### src/rtl/rail_step_pkg.sv
package rail_step_pkg;

   typedef enum logic [1:0] {
      SQ_IDLE  = 2'd0,
      SQ_WAIT  = 2'd1,
      SQ_WRITE = 2'd2,
      SQ_LOAD  = 2'd3
   } seq_state_t;

endpackage

### src/rtl/rail_pat_rom.sv
module rail_pat_rom #(
   parameter int LINES = 24,
   parameter int STEPS = LINES / 2,
   parameter int IDX_W = $clog2(STEPS)
) (
   input  logic             full_set,
   input  logic [IDX_W-1:0] idx,
   output logic [LINES-1:0] word
);

   logic [LINES-1:0] fwd_tab  [STEPS];
   logic [LINES-1:0] full_tab [STEPS];

   generate
      if (STEPS * 2 > LINES) begin : g_bad_steps
         $error("rail_pat_rom: STEPS must not exceed half of LINES");
      end
      for (genvar k = 0; k < STEPS; k++) begin : g_entry
         assign fwd_tab[k]  = LINES'(1) << k;
         assign full_tab[k] = (LINES'(1) << k) | (LINES'(1) << (LINES - 1 - k));
      end
   endgenerate

   always_comb begin
      word = '0;
      for (int k = 0; k < STEPS; k++) begin
         if (idx == IDX_W'(k)) begin
            word = full_set ? full_tab[k] : fwd_tab[k];
         end
      end
   end

endmodule

### src/rtl/rail_warmup_ctr.sv
module rail_warmup_ctr #(
   parameter int CNT_W = 16
) (
   input  logic             clk,
   input  logic             rst_n,
   input  logic             start,
   input  logic [CNT_W-1:0] target,
   input  logic             step_done,
   output logic             full_op,
   output logic             enter_full
);

   logic [CNT_W-1:0] done_cnt;
   logic [CNT_W-1:0] tgt_q;

   generate
      if (CNT_W < 1) begin : g_bad_cnt
         $error("rail_warmup_ctr: CNT_W must be at least 1");
      end
   endgenerate

   assign enter_full = step_done && !full_op && !start && (done_cnt + CNT_W'(1) == tgt_q);

   always_ff @(posedge clk) begin
      if (!rst_n) begin
         done_cnt <= '0;
         tgt_q    <= '0;
         full_op  <= 1'b0;
      end else if (start) begin
         done_cnt <= '0;
         tgt_q    <= target;
         full_op  <= (target == '0);
      end else if (step_done && !full_op) begin
         done_cnt <= done_cnt + CNT_W'(1);
         if (enter_full) begin
            full_op <= 1'b1;
         end
      end
   end

   assert_full_sticky_R8 : assert property (@(posedge clk) disable iff (!rst_n)
      (full_op && !start) |=> full_op);

   assert_full_rise_R8 : assert property (@(posedge clk) disable iff (!rst_n)
      (!full_op && !start && !step_done) |=> !full_op);

endmodule

### src/rtl/rail_byte_bank.sv
module rail_byte_bank #(
   parameter int NUM_BYTES = 3,
   parameter int BYTE_W    = 8,
   parameter int SEL_W     = 2
) (
   input  logic                        clk,
   input  logic                        rst_n,
   input  logic                        wr,
   input  logic [SEL_W-1:0]            sel,
   input  logic [BYTE_W-1:0]           data,
   input  logic                        load,
   output logic [NUM_BYTES*BYTE_W-1:0] lines
);

   logic [NUM_BYTES*BYTE_W-1:0] staging;

   generate
      if ((1 << SEL_W) < NUM_BYTES) begin : g_bad_sel
         $error("rail_byte_bank: SEL_W too narrow for NUM_BYTES");
      end
      for (genvar b = 0; b < NUM_BYTES; b++) begin : g_byte
         always_ff @(posedge clk) begin
            if (!rst_n) begin
               staging[b*BYTE_W +: BYTE_W] <= '0;
               lines[b*BYTE_W +: BYTE_W]   <= '0;
            end else begin
               if (wr && sel == SEL_W'(b)) begin
                  staging[b*BYTE_W +: BYTE_W] <= data;
               end
               if (load) begin
                  lines[b*BYTE_W +: BYTE_W] <= staging[b*BYTE_W +: BYTE_W];
               end
            end
         end
      end
   endgenerate

   assert_lines_hold_R4 : assert property (@(posedge clk) disable iff (!rst_n)
      !load |=> $stable(lines));

endmodule

### src/rtl/rail_step_seq.sv
module rail_step_seq
   import rail_step_pkg::*;
#(
   parameter int NUM_BYTES = 3,
   parameter int BYTE_W    = 8,
   parameter int CNT_W     = 16,
   parameter int SEL_W     = 2
) (
   input  logic                        clk,
   input  logic                        rst_n,
   input  logic                        start,
   input  logic                        step_en,
   input  logic [CNT_W-1:0]            warmup_cycles,
   output logic [SEL_W-1:0]            reg_sel,
   output logic [BYTE_W-1:0]           reg_data,
   output logic                        reg_wr,
   output logic                        reg_load,
   output logic [NUM_BYTES*BYTE_W-1:0] rail_lines,
   output logic                        running,
   output logic                        full_op
);

   localparam int LINES = NUM_BYTES * BYTE_W;
   localparam int STEPS = LINES / 2;
   localparam int IDX_W = (STEPS > 1) ? $clog2(STEPS) : 1;

   generate
      if (LINES % 2 != 0) begin : g_bad_pairs
         $error("rail_step_seq: line count must be even");
      end
      if ((1 << SEL_W) < NUM_BYTES) begin : g_bad_sel
         $error("rail_step_seq: SEL_W too narrow");
      end
   endgenerate

   seq_state_t       st;
   logic [SEL_W-1:0] bidx;
   logic [IDX_W-1:0] idx;
   logic [LINES-1:0] word_q;
   logic [LINES-1:0] rom_word;
   logic             enter_full;
   logic             step_done;

   rail_pat_rom #(
      .LINES (LINES),
      .STEPS (STEPS),
      .IDX_W (IDX_W)
   ) u_rom (
      .full_set (full_op),
      .idx      (idx),
      .word     (rom_word)
   );

   assign step_done = (st == SQ_LOAD);

   rail_warmup_ctr #(
      .CNT_W (CNT_W)
   ) u_warm (
      .clk        (clk),
      .rst_n      (rst_n),
      .start      (start),
      .target     (warmup_cycles),
      .step_done  (step_done),
      .full_op    (full_op),
      .enter_full (enter_full)
   );

   always_ff @(posedge clk) begin
      if (!rst_n) begin
         st     <= SQ_IDLE;
         bidx   <= '0;
         idx    <= '0;
         word_q <= '0;
      end else if (start) begin
         st   <= SQ_WAIT;
         bidx <= '0;
         idx  <= '0;
      end else begin
         unique case (st)
            SQ_IDLE: ;
            SQ_WAIT: begin
               if (step_en) begin
                  word_q <= rom_word;
                  bidx   <= '0;
                  st     <= SQ_WRITE;
               end
            end
            SQ_WRITE: begin
               if (bidx == SEL_W'(NUM_BYTES - 1)) begin
                  st <= SQ_LOAD;
               end else begin
                  bidx <= bidx + SEL_W'(1);
               end
            end
            SQ_LOAD: begin
               st <= SQ_WAIT;
               if (enter_full || idx == IDX_W'(STEPS - 1)) begin
                  idx <= '0;
               end else begin
                  idx <= idx + IDX_W'(1);
               end
            end
            default: st <= SQ_IDLE;
         endcase
      end
   end

   always_comb begin
      reg_wr   = (st == SQ_WRITE);
      reg_load = (st == SQ_LOAD);
      reg_sel  = reg_wr ? bidx : '0;
      reg_data = '0;
      for (int b = 0; b < NUM_BYTES; b++) begin
         if (reg_wr && bidx == SEL_W'(b)) begin
            reg_data = word_q[b*BYTE_W +: BYTE_W];
         end
      end
   end

   assign running = (st != SQ_IDLE);

   rail_byte_bank #(
      .NUM_BYTES (NUM_BYTES),
      .BYTE_W    (BYTE_W),
      .SEL_W     (SEL_W)
   ) u_bank (
      .clk   (clk),
      .rst_n (rst_n),
      .wr    (reg_wr),
      .sel   (reg_sel),
      .data  (reg_data),
      .load  (reg_load),
      .lines (rail_lines)
   );

   assert_sel_range_R3 : assert property (@(posedge clk) disable iff (!rst_n)
      reg_wr |-> (reg_sel < SEL_W'(NUM_BYTES)));

   assert_wr_order_R3 : assert property (@(posedge clk) disable iff (!rst_n)
      (reg_wr && reg_sel != SEL_W'(NUM_BYTES - 1) && !start) |=> (reg_wr && reg_sel == $past(reg_sel) + SEL_W'(1)));

   assert_load_after_last_R4 : assert property (@(posedge clk) disable iff (!rst_n)
      (reg_wr && reg_sel == SEL_W'(NUM_BYTES - 1) && !start) |=> reg_load);

   assert_load_single_R4 : assert property (@(posedge clk) disable iff (!rst_n)
      reg_load |=> !reg_load);

   assert_idle_quiet_R2 : assert property (@(posedge clk) disable iff (!rst_n)
      !running |-> (!reg_wr && !reg_load));

   assert_no_accept_busy_R5 : assert property (@(posedge clk) disable iff (!rst_n)
      (reg_load && !start) |=> !reg_wr);

endmodule

### config.mk
export PLATFORM = sky130hd
export DESIGN_NAME = rail_step_seq
export DESIGN_NICKNAME = d
export VERILOG_FILES = /design/src/rtl/rail_step_pkg.sv /design/src/rtl/rail_pat_rom.sv /design/src/rtl/rail_warmup_ctr.sv /design/src/rtl/rail_byte_bank.sv /design/src/rtl/rail_step_seq.sv
export SDC_FILE = /design/constraint.sdc
export NUM_CORES = 1
export LEC_CHECK = 0
export BUFFER_PORTS_ARGS = -buffer_cell sky130_fd_sc_hd__clkbuf_2
export CORE_ASPECT_RATIO = 0.6
export CORE_MARGIN = 3
export CORE_UTILIZATION = 50
export DETAILED_ROUTE_END_ITERATION = 8
export PLACE_DENSITY = 0.7
export SLEW_MARGIN = 5
export SYNTH_ARGS = -nofsm -noshare
export SYNTH_HDL_FRONTEND = slang
export SYNTH_HIERARCHICAL = 1
export SYNTH_SLANG_ARGS = --single-unit
### constraint.sdc
create_clock -name clk -period 2.8 [get_ports clk]
set_clock_uncertainty 0.05 [all_clocks]
set_input_delay 0 -clock clk [delete_from_list [all_inputs] [get_ports clk]]
set_output_delay 0 -clock clk [all_outputs]
set_load 0.01 [all_outputs]
==> flow_summary.rst, run 1 <==
.. list-table::
   :header-rows: 1

   * - Metric
     - Value
   * - Worst slew margin relative to its limit
     - 49.7%
   * - Reg2reg start
     - u_warm/done_cnt[0]
   * - Half-perimeter wire length of the detailed placement result
     - 8830 um
   * - Syn_area_per_cell
     - 9.18 sq um
   * - Share of the clock period used by the worst path
     - 88.9%
   * - Final core utilization
     - 63.1%
   * - First-pass GRT wire length
     - 20300 um
   * - Area of the mapped netlist
     - 5440 sq um
   * - Vias in the first global route
     - 4051
   * - Clock tree root driver cell
     - sky130_fd_sc_hd__clkbuf_16
   * - Die Span Y
     - 86.8 um
   * - Total of warnings raised by yosys
     - 6
   * - Final net count
     - 681
   * - Hold Fails Final Rpt
     - 0
   * - CTS buffer count
     - 17
   * - Number of enable flip-flop cells after synthesis
     - 0
   * - Area of all placed cells without fillers
     - 6460 sq um
   * - Via count normalized by instance count
     - 5.32
   * - Count of inserted antenna diode cells
     - 0
   * - Number of detailed-routing iterations run before antenna repair
     - 5
   * - Fraction of registers with async set/reset
     - 0%
   * - Routed WL
     - 12300 um
   * - Num Clock Sinks
     - 113
   * - Detail Route Antenna Nets
     - 0
   * - Number of setup buffers added after CTS
     - 0
   * - Worst Max-Slew Pin Slew
     - 0.749 ns
   * - Final Setup Violations
     - 0
   * - Number of DRC violations after detailed routing
     - 0
   * - Leading cell types in the layout, fill and taps excluded
     - sky130_fd_sc_hd__dfxtp_1, sky130_fd_sc_hd__nand2_1, sky130_fd_sc_hd__mux2i_1
   * - Power Dens Cells
     - 614 nW/um^2
   * - Number of antenna violations at the first check in global routing
     - 0
   * - Clock-pin transition on the worst setup and hold timing paths
     - 0.05 ns
   * - Crit Path Category
     - reg2reg
   * - Total via count in the routed design
     - 4279
   * - GRT Util Overall
     - 20.9%
   * - Register share of total power
     - 41.4%
   * - Die area
     - 12200 sq um
   * - Combinational cell fraction of total power
     - 4.7%
   * - Origin of the worst min-delay path
     - start
   * - Outcome
     - completed
   * - Max Clock Freq
     - 402 MHz
   * - Most frequently used flop master after synthesis
     - sky130_fd_sc_hd__dfxtp_1
   * - Switching power summed over all nets
     - 0.854 mW
   * - CP max FO
     - 5
   * - Largest vdd supply drop
     - 0.512 mV
   * - Critical Path End
     - idx[0]
   * - H-tree level count
     - 4
   * - Internal
     - 3.11 mW
   * - DRC violation total after the first TritonRoute iteration
     - 331
   * - Leading cell type in the layout, fill and taps excluded
     - sky130_fd_sc_hd__dfxtp_1
   * - Post-Synthesis Net Count
     - 617
   * - Leakage
     - 2.49 nW
   * - Reg2Reg Depth
     - 10
   * - Register-to-register path setup slack
     - 0.31 ns
   * - Fraction of power consumed by the clock network
     - 53.9%
   * - RSZ-0062 raised after global routing
     - false
   * - GR Overflow Total
     - 0
   * - Max-slew violation count
     - 0
   * - Placer Congestion
     - 0.872
   * - TritonCTS clock tree
     - done
   * - R2R Path End
     - idx[0]
   * - Crit. End Element
     - flip-flop
   * - Nature of the critical path startpoint
     - flip-flop
   * - Clock period minus worst slack
     - 2.49 ns
   * - Avg WL per Cell
     - 15.3 um
   * - Hold_ws
     - 0.0675 ns
   * - Site Rows
     - 28
   * - Ports placed on the boundary
     - 58
   * - Clock latency reported for the late side of the worst-skew pair
     - 0.40 ns
   * - Count of input and output buffers
     - 57
   * - Netlist cell types
     - 59
   * - Die width
     - 141 um
   * - Post-route setup TNS
     - 0 ns
   * - FF+latch count, synth
     - 113
   * - Cell area after placement
     - 5690 sq um
   * - Synthesized netlist cell count
     - 592
   * - Arrival time of data at the critical path endpoint
     - 2.70 ns
   * - Share of layout cells above drive strength 1
     - 17.3%
   * - Hold Crit Class
     - in2reg
   * - Largest net degree at the start of global routing
     - 47
   * - Buffers from clock root to sink, at most
     - 2
   * - Sequential area share after synthesis
     - 41.6%
   * - Initial Util
     - 53.1%
   * - Area added between synthesis and finish
     - 18.8%
   * - Switch share
     - 21.5%
   * - Core region area
     - 10200 sq um
   * - Required time of the worst setup path
     - 3.02 ns
   * - Source of the critical timing path
     - u_warm/done_cnt[0]
   * - Maximum Capacitance Violations
     - 0
-- power groups by stage --
stage	logic, mW	clock network (mW)	registers (mW)
after floorplan	0.125	0	1.67
after CTS	0.186	2.18	1.64
after global routing	0.204	2.25	1.64
after detailed placement	0.166	0	1.68
final	0.186	2.14	1.64
after global placement	0.164	0	1.68
-- worst max-delay path: stages (launching register included) --
cell,delay [ns]
sky130_fd_sc_hd__dfxtp_1,0.44
sky130_fd_sc_hd__ha_1,0.27
sky130_fd_sc_hd__nand3_1,0.17
sky130_fd_sc_hd__or4_1,0.44
sky130_fd_sc_hd__o211ai_1,0.09
sky130_fd_sc_hd__mux2_2,0.19
sky130_fd_sc_hd__nand4_1,0.12
sky130_fd_sc_hd__nor2_1,0.12
sky130_fd_sc_hd__inv_1,0.05
sky130_fd_sc_hd__a21oi_1,0.32
sky130_fd_sc_hd__nor3_1,0.10
-- cells by family (layout without fill, tap and decap cells) --
logic type,Yosys count,in the layout,share of synthesized area [%]
and+or+nand+nor,266,266,25.2
adders and majority gates,5,5,1.15
AOI/OAI and AO/OA,59,59,7.69
muxes,66,66,12.2
buffers and inverters,43,120,5.43
DFF,113,113,41.6
xor gates and xnor gates,40,40,6.79
-- how the worst min path moves through the flow --
stage	end	slack (ns)	depth (start not counted)
after floorplan	st[0]	0.07	1
after global placement	u_warm/tgt_q[3]	0.22	3
after detailed placement	u_warm/tgt_q[1]	0.24	3
after CTS	st[0]	0.06	2
after global routing	st[0]	0.1	2
final	st[0]	0.07	2
-- per-stage QoR --
step / power [mW] / worst slack [ns] / instances
after floorplan: 1.80 / 0.632 / 592
after global placement: 1.84 / 0.481 / 755
after detailed placement: 1.84 / 0.370 / 755
after CTS: 4.00 / 0.333 / 804
after global routing: 4.10 / 0.0592 / 804
final: 3.97 / 0.312 / 804
-- synth_stat cells, types with 2 or more instances --
master | number | area, sq um
sky130_fd_sc_hd__nand2_1 | 91 | 342
sky130_fd_sc_hd__and3_1 | 2 | 12.5
sky130_fd_sc_hd__nor2b_1 | 42 | 263
sky130_fd_sc_hd__xnor2_1 | 21 | 184
sky130_fd_sc_hd__or3_1 | 3 | 18.8
sky130_fd_sc_hd__nand3_1 | 12 | 60.1
sky130_fd_sc_hd__and4bb_2 | 2 | 25.0
sky130_fd_sc_hd__a21boi_1 | 5 | 37.5
sky130_fd_sc_hd__inv_1 | 5 | 18.8
sky130_fd_sc_hd__nand4_1 | 9 | 56.3
sky130_fd_sc_hd__nor2_1 | 50 | 188
sky130_fd_sc_hd__nand2b_1 | 6 | 37.5
sky130_fd_sc_hd__buf_6 | 7 | 78.8
sky130_fd_sc_hd__clkbuf_2 | 2 | 10.0
sky130_fd_sc_hd__mux2i_1 | 65 | 651
sky130_fd_sc_hd__xor2_1 | 18 | 158
sky130_fd_sc_hd__buf_2 | 7 | 35.0
sky130_fd_sc_hd__a21boi_0 | 20 | 150
sky130_fd_sc_hd__nor4_1 | 4 | 25.0
sky130_fd_sc_hd__nand3b_1 | 6 | 45.0
sky130_fd_sc_hd__nor3b_1 | 2 | 15.0
sky130_fd_sc_hd__and2_1 | 4 | 25.0
sky130_fd_sc_hd__or2_2 | 2 | 12.5
sky130_fd_sc_hd__nor3_1 | 14 | 70.1
sky130_fd_sc_hd__dfxtp_1 | 113 | 2260
sky130_fd_sc_hd__buf_12 | 2 | 40.0
sky130_fd_sc_hd__clkbuf_1 | 10 | 37.5
sky130_fd_sc_hd__ha_1 | 5 | 62.6
sky130_fd_sc_hd__a22oi_1 | 8 | 60.1
sky130_fd_sc_hd__or4_1 | 2 | 15.0
sky130_fd_sc_hd__o211ai_1 | 2 | 15.0
sky130_fd_sc_hd__buf_4 | 10 | 75.1
sky130_fd_sc_hd__a21oi_1 | 14 | 70.1
sky130_fd_sc_hd__o21ai_0 | 2 | 10.0
-- metal layers --
| layer | GRT usage [%] | vias up | wire [um] |
|---|---|---|---|
| met2 | 27.2 | 103 | 4730 |
| met3 | 6.28 | 6 | 668 |
| met5 | 0 | - | 0 |
| met1 | 32.6 | 2031 | 6810 |
| met4 | 6.33 | 0 | 106 |
| li1 | - | 2139 | - |
-- registers in the layout, summed over array words and instances (netlist names) --
signal	flops
u_bank/lines	24
u_bank/staging	24
word_q	24
u_warm/done_cnt	16
u_warm/tgt_q	16
idx	4
bidx	2
st	2
u_warm/full_op	1
-- final cells by class --
cell class              count  area, sq um
repair buffers             83          536
well taps                 135          169
clock inverters            14          165
multi-input cells         436         2880
inverters                   5         18.8
flip-flops and latches    113         2260
clock buffers              18          429
fillers                   844         3770
-- repair_timing --
item	in CTS	in global routing
hold buffers	17	0
hold endpoints to repair	18	0
gates resized for setup	0	0
No activity file was read; power rests on OpenSTA's default activity.
==> run 2, diff against run 1 <==
--- a/config.mk
+++ b/config.mk
@@ -8,9 +8,9 @@
 export BUFFER_PORTS_ARGS = -buffer_cell sky130_fd_sc_hd__clkbuf_2
 export CORE_ASPECT_RATIO = 0.6
 export CORE_MARGIN = 3
-export CORE_UTILIZATION = 50
+export CORE_UTILIZATION = 35
 export DETAILED_ROUTE_END_ITERATION = 8
-export PLACE_DENSITY = 0.7
+export PLACE_DENSITY_LB_ADDON = 0.15
 export SLEW_MARGIN = 5
 export SYNTH_ARGS = -nofsm -noshare
 export SYNTH_HDL_FRONTEND = slang
==> flow_summary.rst, run 2 (synthesis gave the netlist of run 1 again) <==
.. list-table::
   :header-rows: 1

   * - Metric
     - Value
   * - Outcome
     - completed
   * - Area added between synthesis and finish
     - 20.4%
   * - Power Dens Cells
     - 613 nW/um^2
   * - Hold-fix buffer count after cts
     - 18
   * - Switching power summed over all nets
     - 0.877 mW
   * - Clock-pin transition on the worst setup and hold timing paths
     - 0.05 ns
   * - Site Rows
     - 34
   * - Clock tree root driver cell
     - sky130_fd_sc_hd__clkbuf_16
   * - Number of detailed-routing iterations run before antenna repair
     - 6
   * - Filler cell count
     - 1432
   * - Cells resized by post-CTS repair
     - 0
   * - Reg2Reg Depth
     - 10
   * - Register share of total power
     - 40.9%
   * - CTS buffer count
     - 17
   * - Half-perimeter wire length of the detailed placement result
     - 9420 um
   * - Reg2reg start
     - u_warm/done_cnt[0]
   * - First-pass GRT wire length
     - 21700 um
   * - Number of DRC violations after detailed routing
     - 0
   * - Hold Crit Class
     - in2reg
   * - Registers with the highest flip-flop counts
     - u_bank/lines: 24 flops, u_bank/staging: 24 flops, word_q: 24 flops
   * - DRC violation total after the first TritonRoute iteration
     - 270
   * - Detail Route Antenna Nets
     - 0
   * - Routing usage on met3
     - 3.91%
   * - Number of antenna violations at the first check in global routing
     - 0
   * - Clock latency reported for the late side of the worst-skew pair
     - 0.41 ns
   * - Max Clock Freq
     - 397 MHz
   * - Routing usage on met1
     - 24.8%
   * - Largest net degree at the start of global routing
     - 77
   * - Initial Util
     - 36.6%
   * - Fraction of power consumed by the clock network
     - 54.4%
   * - Hold Fails Final Rpt
     - 0
   * - Via count normalized by instance count
     - 4.87
   * - Arrival time of data at the critical path endpoint
     - 2.75 ns
   * - TritonCTS clock tree
     - done
   * - GR Overflow Total
     - 0
   * - Register-to-register path setup slack
     - 0.28 ns
   * - Internal
     - 3.14 mW
   * - Final Setup Violations
     - 0
   * - Combinational cell fraction of total power
     - 4.7%
   * - R2R Path End
     - idx[0]
   * - Ports placed on the boundary
     - 58
   * - H-tree level count
     - 4
   * - Total via count in the routed design
     - 4214
   * - Count of inserted antenna diode cells
     - 0
   * - Met2 GRT Util
     - 21.3%
   * - RSZ-0062 raised after global routing
     - false
   * - Avg WL per Cell
     - 15.2 um
   * - Maximum Capacitance Violations
     - 0
   * - Worst Max-Slew Pin Slew
     - 0.788 ns
   * - Number of setup buffers added after CTS
     - 0
   * - Switch share
     - 21.8%
   * - Largest vdd supply drop
     - 0.453 mV
   * - Worst slew margin relative to its limit
     - 47.5%
   * - GRT Util Overall
     - 15.9%
   * - Core region area
     - 14800 sq um
   * - Nature of the critical path startpoint
     - flip-flop
   * - Share of the clock period used by the worst path
     - 90.1%
   * - Post-Place Setup Slack
     - 0.309 ns
   * - Die area
     - 17100 sq um
   * - Buffers from clock root to sink, at most
     - 2
   * - Final net count
     - 681
   * - Required time of the worst setup path
     - 3.03 ns
   * - Global route hottest layer
     - met1
   * - Vias in the first global route
     - 4104
   * - Number of cells on the worst hold path
     - 2
   * - Clock period minus worst slack
     - 2.52 ns
   * - Routed WL
     - 13200 um
   * - Leading cell types in the layout, fill and taps excluded
     - sky130_fd_sc_hd__dfxtp_1, sky130_fd_sc_hd__nand2_1, sky130_fd_sc_hd__mux2i_1
   * - CP max FO
     - 5
   * - Die width
     - 167 um
   * - Worst min-delay path endpoint
     - word_q[3]
   * - Die Span Y
     - 103 um
   * - Post-route setup TNS
     - 0 ns
   * - Placer Congestion
     - 0.894
   * - Crit Path Category
     - reg2reg
   * - Crit. End Element
     - flip-flop
   * - Final worst slack
     - 0.278 ns
   * - Origin of the worst min-delay path
     - rst_n
   * - Share of layout cells above drive strength 1
     - 17.2%
   * - Num Clock Sinks
     - 113
   * - Max-slew violation count
     - 0
   * - Count of input and output buffers
     - 57
   * - Leading cell type in the layout, fill and taps excluded
     - sky130_fd_sc_hd__dfxtp_1
   * - Leakage
     - 2.49 nW
[run 2: cell types whose count changed in the layout (fill, tap and decap cells not counted), sizes merged]
cell	before	now
clkinv	8	6
buf	9	8
clkinvlp	2	3
dlygate4sd3	17	18
[run 2: power by group through the flow]
stage          logic [mW]  registers, mW  clock network [mW]
2_1_floorplan       0.125           1.67                   0
3_3_place_gp        0.164           1.68                   0
3_5_place_dp        0.166           1.68                   0
4_1_cts             0.187           1.64                2.23
5_1_grt             0.205           1.64                2.30
6_report            0.187           1.64                2.18
[run 2: final cells by class]
class	instances	area (sq um)	area share (%)
Clock buffer	18	439	6.71
Clock inverter	13	163	2.48
Inverter	5	18.8	0.287
Multi-Input combinational cell	436	2880	44.0
Sequential cell	113	2260	34.5
Tap cell	198	248	3.78
Timing Repair Buffer	83	538	8.22
[run 2: worst max path at each step]
stage / depth (start not counted) / slack, ns / startpoint / to
2_1_floorplan: 10 / 0.63 / u_warm/done_cnt[0] / idx[0]
3_3_place_gp: 10 / 0.48 / u_warm/done_cnt[0] / idx[2]
3_5_place_dp: 10 / 0.31 / u_warm/done_cnt[0] / idx[0]
4_1_cts: 10 / 0.31 / u_warm/done_cnt[0] / idx[0]
5_1_grt: 10 / 0.02 / u_warm/done_cnt[0] / idx[0]
6_report: 10 / 0.28 / u_warm/done_cnt[0] / idx[0]
[run 2: metrics by stage]
stage          total power [mW]  utilization, %  instance area, sq um  hold WS (ns)  std cells
3_5_place_dp               1.84            38.8                  5770         0.234        817
3_3_place_gp               1.84            38.8                  5770         0.223        817
2_1_floorplan              1.80               -                  5440        0.0738        592
5_1_grt                    4.15            44.1                  6550        0.0863        866
6_report                   4.01            44.1                  6550        0.0773        866
4_1_cts                    4.06            44.1                  6550        0.0685        866
[run 2: critical path: stages, from the launching register on]
cell                       delay, ns
sky130_fd_sc_hd__dfxtp_1        0.44
sky130_fd_sc_hd__ha_1           0.27
sky130_fd_sc_hd__nand3_1        0.17
sky130_fd_sc_hd__or4_1          0.45
sky130_fd_sc_hd__o211ai_1       0.10
sky130_fd_sc_hd__mux2_2         0.20
sky130_fd_sc_hd__nand4_1        0.13
sky130_fd_sc_hd__nor2_1         0.11
sky130_fd_sc_hd__inv_1          0.04
sky130_fd_sc_hd__a21oi_1        0.32
sky130_fd_sc_hd__nor3_1         0.09
[run 2: layer usage]
metal | wire [um] | vias to the layer above
met5 | 0 | -
met4 | 135 | 0
met3 | 517 | 13
met2 | 5130 | 83
met1 | 7370 | 1990
li1 | - | 2128
==> run 3, diff against run 2 <==
--- a/config.mk
+++ b/config.mk
@@ -5,6 +5,7 @@
 export SDC_FILE = /design/constraint.sdc
 export NUM_CORES = 1
 export LEC_CHECK = 0
+export ABC_AREA = 1
 export BUFFER_PORTS_ARGS = -buffer_cell sky130_fd_sc_hd__clkbuf_2
 export CORE_ASPECT_RATIO = 0.6
 export CORE_MARGIN = 3
==> flow_summary.rst, run 3 <==
.. list-table::
   :header-rows: 1

   * - Metric
     - Value
   * - Ports placed on the boundary
     - 58
   * - Detail Route Antenna Nets
     - 0
   * - Worst slew margin relative to its limit
     - 44.0%
   * - Max-slew violation count
     - 0
   * - FF+latch count, synth
     - 113
   * - Final core utilization
     - 43.8%
   * - Share of layout cells above drive strength 1
     - 13.1%
   * - Top delay family on crit path
     - simple AND/OR/NAND/NOR gates
   * - TritonCTS clock tree
     - done
   * - Initial Util
     - 36.3%
   * - Top post-synthesis cells by area
     - sky130_fd_sc_hd__dfxtp_1, sky130_fd_sc_hd__nand2_1, sky130_fd_sc_hd__nor2_1, sky130_fd_sc_hd__o21ai_0, sky130_fd_sc_hd__inv_1
   * - GRT Util Overall
     - 18.1%
   * - Die area
     - 17700 sq um
   * - CTS buffer count
     - 17
   * - Power Dens Cells
     - 615 nW/um^2
   * - Number of DRC violations after detailed routing
     - 0
   * - Largest vdd supply drop
     - 0.375 mV
   * - Most common library cells after synthesis
     - sky130_fd_sc_hd__nand2_1, sky130_fd_sc_hd__nor2_1, sky130_fd_sc_hd__dfxtp_1
   * - Die width
     - 170 um
   * - Half-perimeter wire length of the detailed placement result
     - 11000 um
   * - Number of cells after detailed placement
     - 1083
   * - Number of detailed-routing iterations run before antenna repair
     - 5
   * - Synthesized netlist cell count
     - 849
   * - Final net count
     - 942
   * - Max stage delay on crit path
     - 0.40 ns
   * - Most frequently used flop master after synthesis
     - sky130_fd_sc_hd__dfxtp_1
   * - Number of enable flip-flop cells after synthesis
     - 0
   * - Die Span Y
     - 104 um
   * - Crit Path Category
     - reg2reg
   * - Buf+Inv Stages, Crit Path
     - 2
   * - Cells resized by post-CTS repair
     - 0
   * - Total of warnings raised by yosys
     - 6
   * - Number of cells on the worst hold path
     - 3
   * - Crit. End Element
     - flip-flop
   * - Worst Max-Slew Pin Slew
     - 0.839 ns
   * - Cell with the most instances after synthesis
     - sky130_fd_sc_hd__nand2_1
   * - Area of the mapped netlist
     - 5640 sq um
   * - DRC violation total after the first TritonRoute iteration
     - 467
   * - Sequential area share after synthesis
     - 40.1%
   * - Num Clock Sinks
     - 113
   * - Number of setup buffers added after CTS
     - 0
   * - First-pass GRT wire length
     - 25700 um
   * - Outcome
     - completed
   * - Vias in the first global route
     - 4759
   * - Via count normalized by instance count
     - 4.70
   * - Maximum Capacitance Violations
     - 0
   * - Area added between synthesis and finish
     - 20.7%
   * - Leading cell type in the layout, fill and taps excluded
     - sky130_fd_sc_hd__nand2_1
   * - Number of antenna violations at the first check in global routing
     - 0
   * - Arrival time of data at the critical path endpoint
     - 2.54 ns
   * - Share of the clock period used by the worst path
     - 82.0%
   * - Total via count in the routed design
     - 5326
   * - Largest net degree at the start of global routing
     - 92
   * - Hold Crit Class
     - in2reg
   * - Max Clock Freq
     - 436 MHz
   * - Critical Path Slowest Stage Cell
     - sky130_fd_sc_hd__dfxtp_1
   * - Reg2Reg Depth
     - 18
   * - Routed WL
     - 15700 um
   * - Reg2reg start
     - u_warm/done_cnt[0]
   * - Worst path cell trace
     - ha_1 > nand3_1 > nor2_2 > inv_1 > nand2_1 > nand2_1 > nand2_1 > nand2_1 > nor2_1 > nand3b_1 > nor2_1 > nand3_1 > nor2_1 > inv_1 > nand2_1 > nand2_1 > nand2_1 > nor2_1
   * - Count of input and output buffers
     - 57
   * - Clock tree root driver cell
     - sky130_fd_sc_hd__clkbuf_16
   * - Clock-pin transition on the worst setup and hold timing paths
     - 0.06 ns
   * - Netlist cell types
     - 37
   * - Count of inserted antenna diode cells
     - 0
   * - Final Setup Violations
     - 0
   * - Clock latency reported for the late side of the worst-skew pair
     - 0.41 ns
   * - RSZ-0062 raised after global routing
     - false
   * - Source of the critical timing path
     - u_warm/done_cnt[0]
   * - Registers with the highest flip-flop counts
     - u_bank/lines: 24 flops, u_bank/staging: 24 flops, word_q: 24 flops
   * - Final standard cell count with taps included and fillers excluded
     - 1133
   * - Post-synth top area share
     - 40.1%
   * - H-tree level count
     - 4
   * - Leading cell types in the layout, fill and taps excluded
     - sky130_fd_sc_hd__nand2_1, sky130_fd_sc_hd__nor2_1, sky130_fd_sc_hd__dfxtp_1
   * - Post-synth top area cell
     - sky130_fd_sc_hd__dfxtp_1
   * - Post-Synthesis Net Count
     - 874
   * - Cell mode on critical path
     - sky130_fd_sc_hd__nand2_1
   * - Nature of the critical path startpoint
     - flip-flop
   * - Buffers from clock root to sink, at most
     - 2
   * - Clock period minus worst slack
     - 2.30 ns
   * - CP max FO
     - 4
   * - Avg WL per Cell
     - 13.9 um
   * - Post-route setup TNS
     - 0 ns
   * - Logic depth of the worst path, buffers included
     - 18
   * - Placer Congestion
     - 0.856
   * - Hold Fails Final Rpt
     - 0
   * - Hold_ws
     - 0.0954 ns
   * - Site Rows
     - 35
   * - GR Overflow Total
     - 0
   * - Core region area
     - 15500 sq um
   * - Required time of the worst setup path
     - 3.04 ns
   * - Syn_area_per_cell
     - 6.64 sq um
   * - Fraction of registers with async set/reset
     - 0%
   * - Leakage
     - 3.14 nW
   * - Origin of the worst min-delay path
     - start
-- run 3: stage by stage --
stage	instance area, sq um	total power [mW]	setup WS [ns]
after floorplan	5640	1.87	0.817
after global placement	6020	1.95	0.604
after detailed placement	6020	1.95	0.553
after CTS	6810	4.22	0.537
after global routing	6810	4.32	0.182
final	6810	4.18	0.505
-- run 3: timing repair --
action | CTS | global route
setup endpoints to repair | 0 | 0
hold endpoints to repair | 22 | 0
hold buffers | 18 | 0
-- run 3: worst paths after layout --
path                          end  slack [ns]
setup / recovery           idx[3]        0.50
hold / removal    u_warm/tgt_q[9]         0.1
hold reg to reg   u_bank/lines[9]        0.40
setup reg to reg           idx[3]        0.50
-- run 3: cell families (layout without fill, tap and decap cells) --
logic type	after synthesis	count (layout)	share of synthesized area, %
xor+xnor	3	3	0.466
compound gates	141	141	12.8
buf+inv	138	219	10.8
flops	113	113	40.1
fa+ha+maj	5	5	1.11
simple gates	449	449	34.7
-- run 3: power breakdown --
| group | switching, mW | internal [mW] |
|---|---|---|
| clock network | 0.835 | 1.41 |
| registers | 0.0275 | 1.65 |
| logic | 0.160 | 0.0953 |
-- run 3: worst min-delay path, stage by stage --
cell                       delay, ns
sky130_fd_sc_hd__clkbuf_2       0.30
sky130_fd_sc_hd__o21ai_0        0.15
sky130_fd_sc_hd__nor2_1         0.08
-- run 3: layer usage --
layer / GRT usage (%) / up-vias / share of wire [%]
met1: 31.0 / 2329 / 59
met3: 4.18 / 4 / 5.9
met5: 0 / - / 0
met4: 3.50 / 0 / 0.31
li1: - / 2855 / -
met2: 21.7 / 138 / 34
-- run 3: final cells by class --
class	instances	area [sq um]
inverters	105	397
clock inverters	14	180
multi-input cells	598	2770
flip-flops and latches	113	2260
repair buffers	82	518
clock buffers	18	429
well taps	203	254
fillers	1633	8740
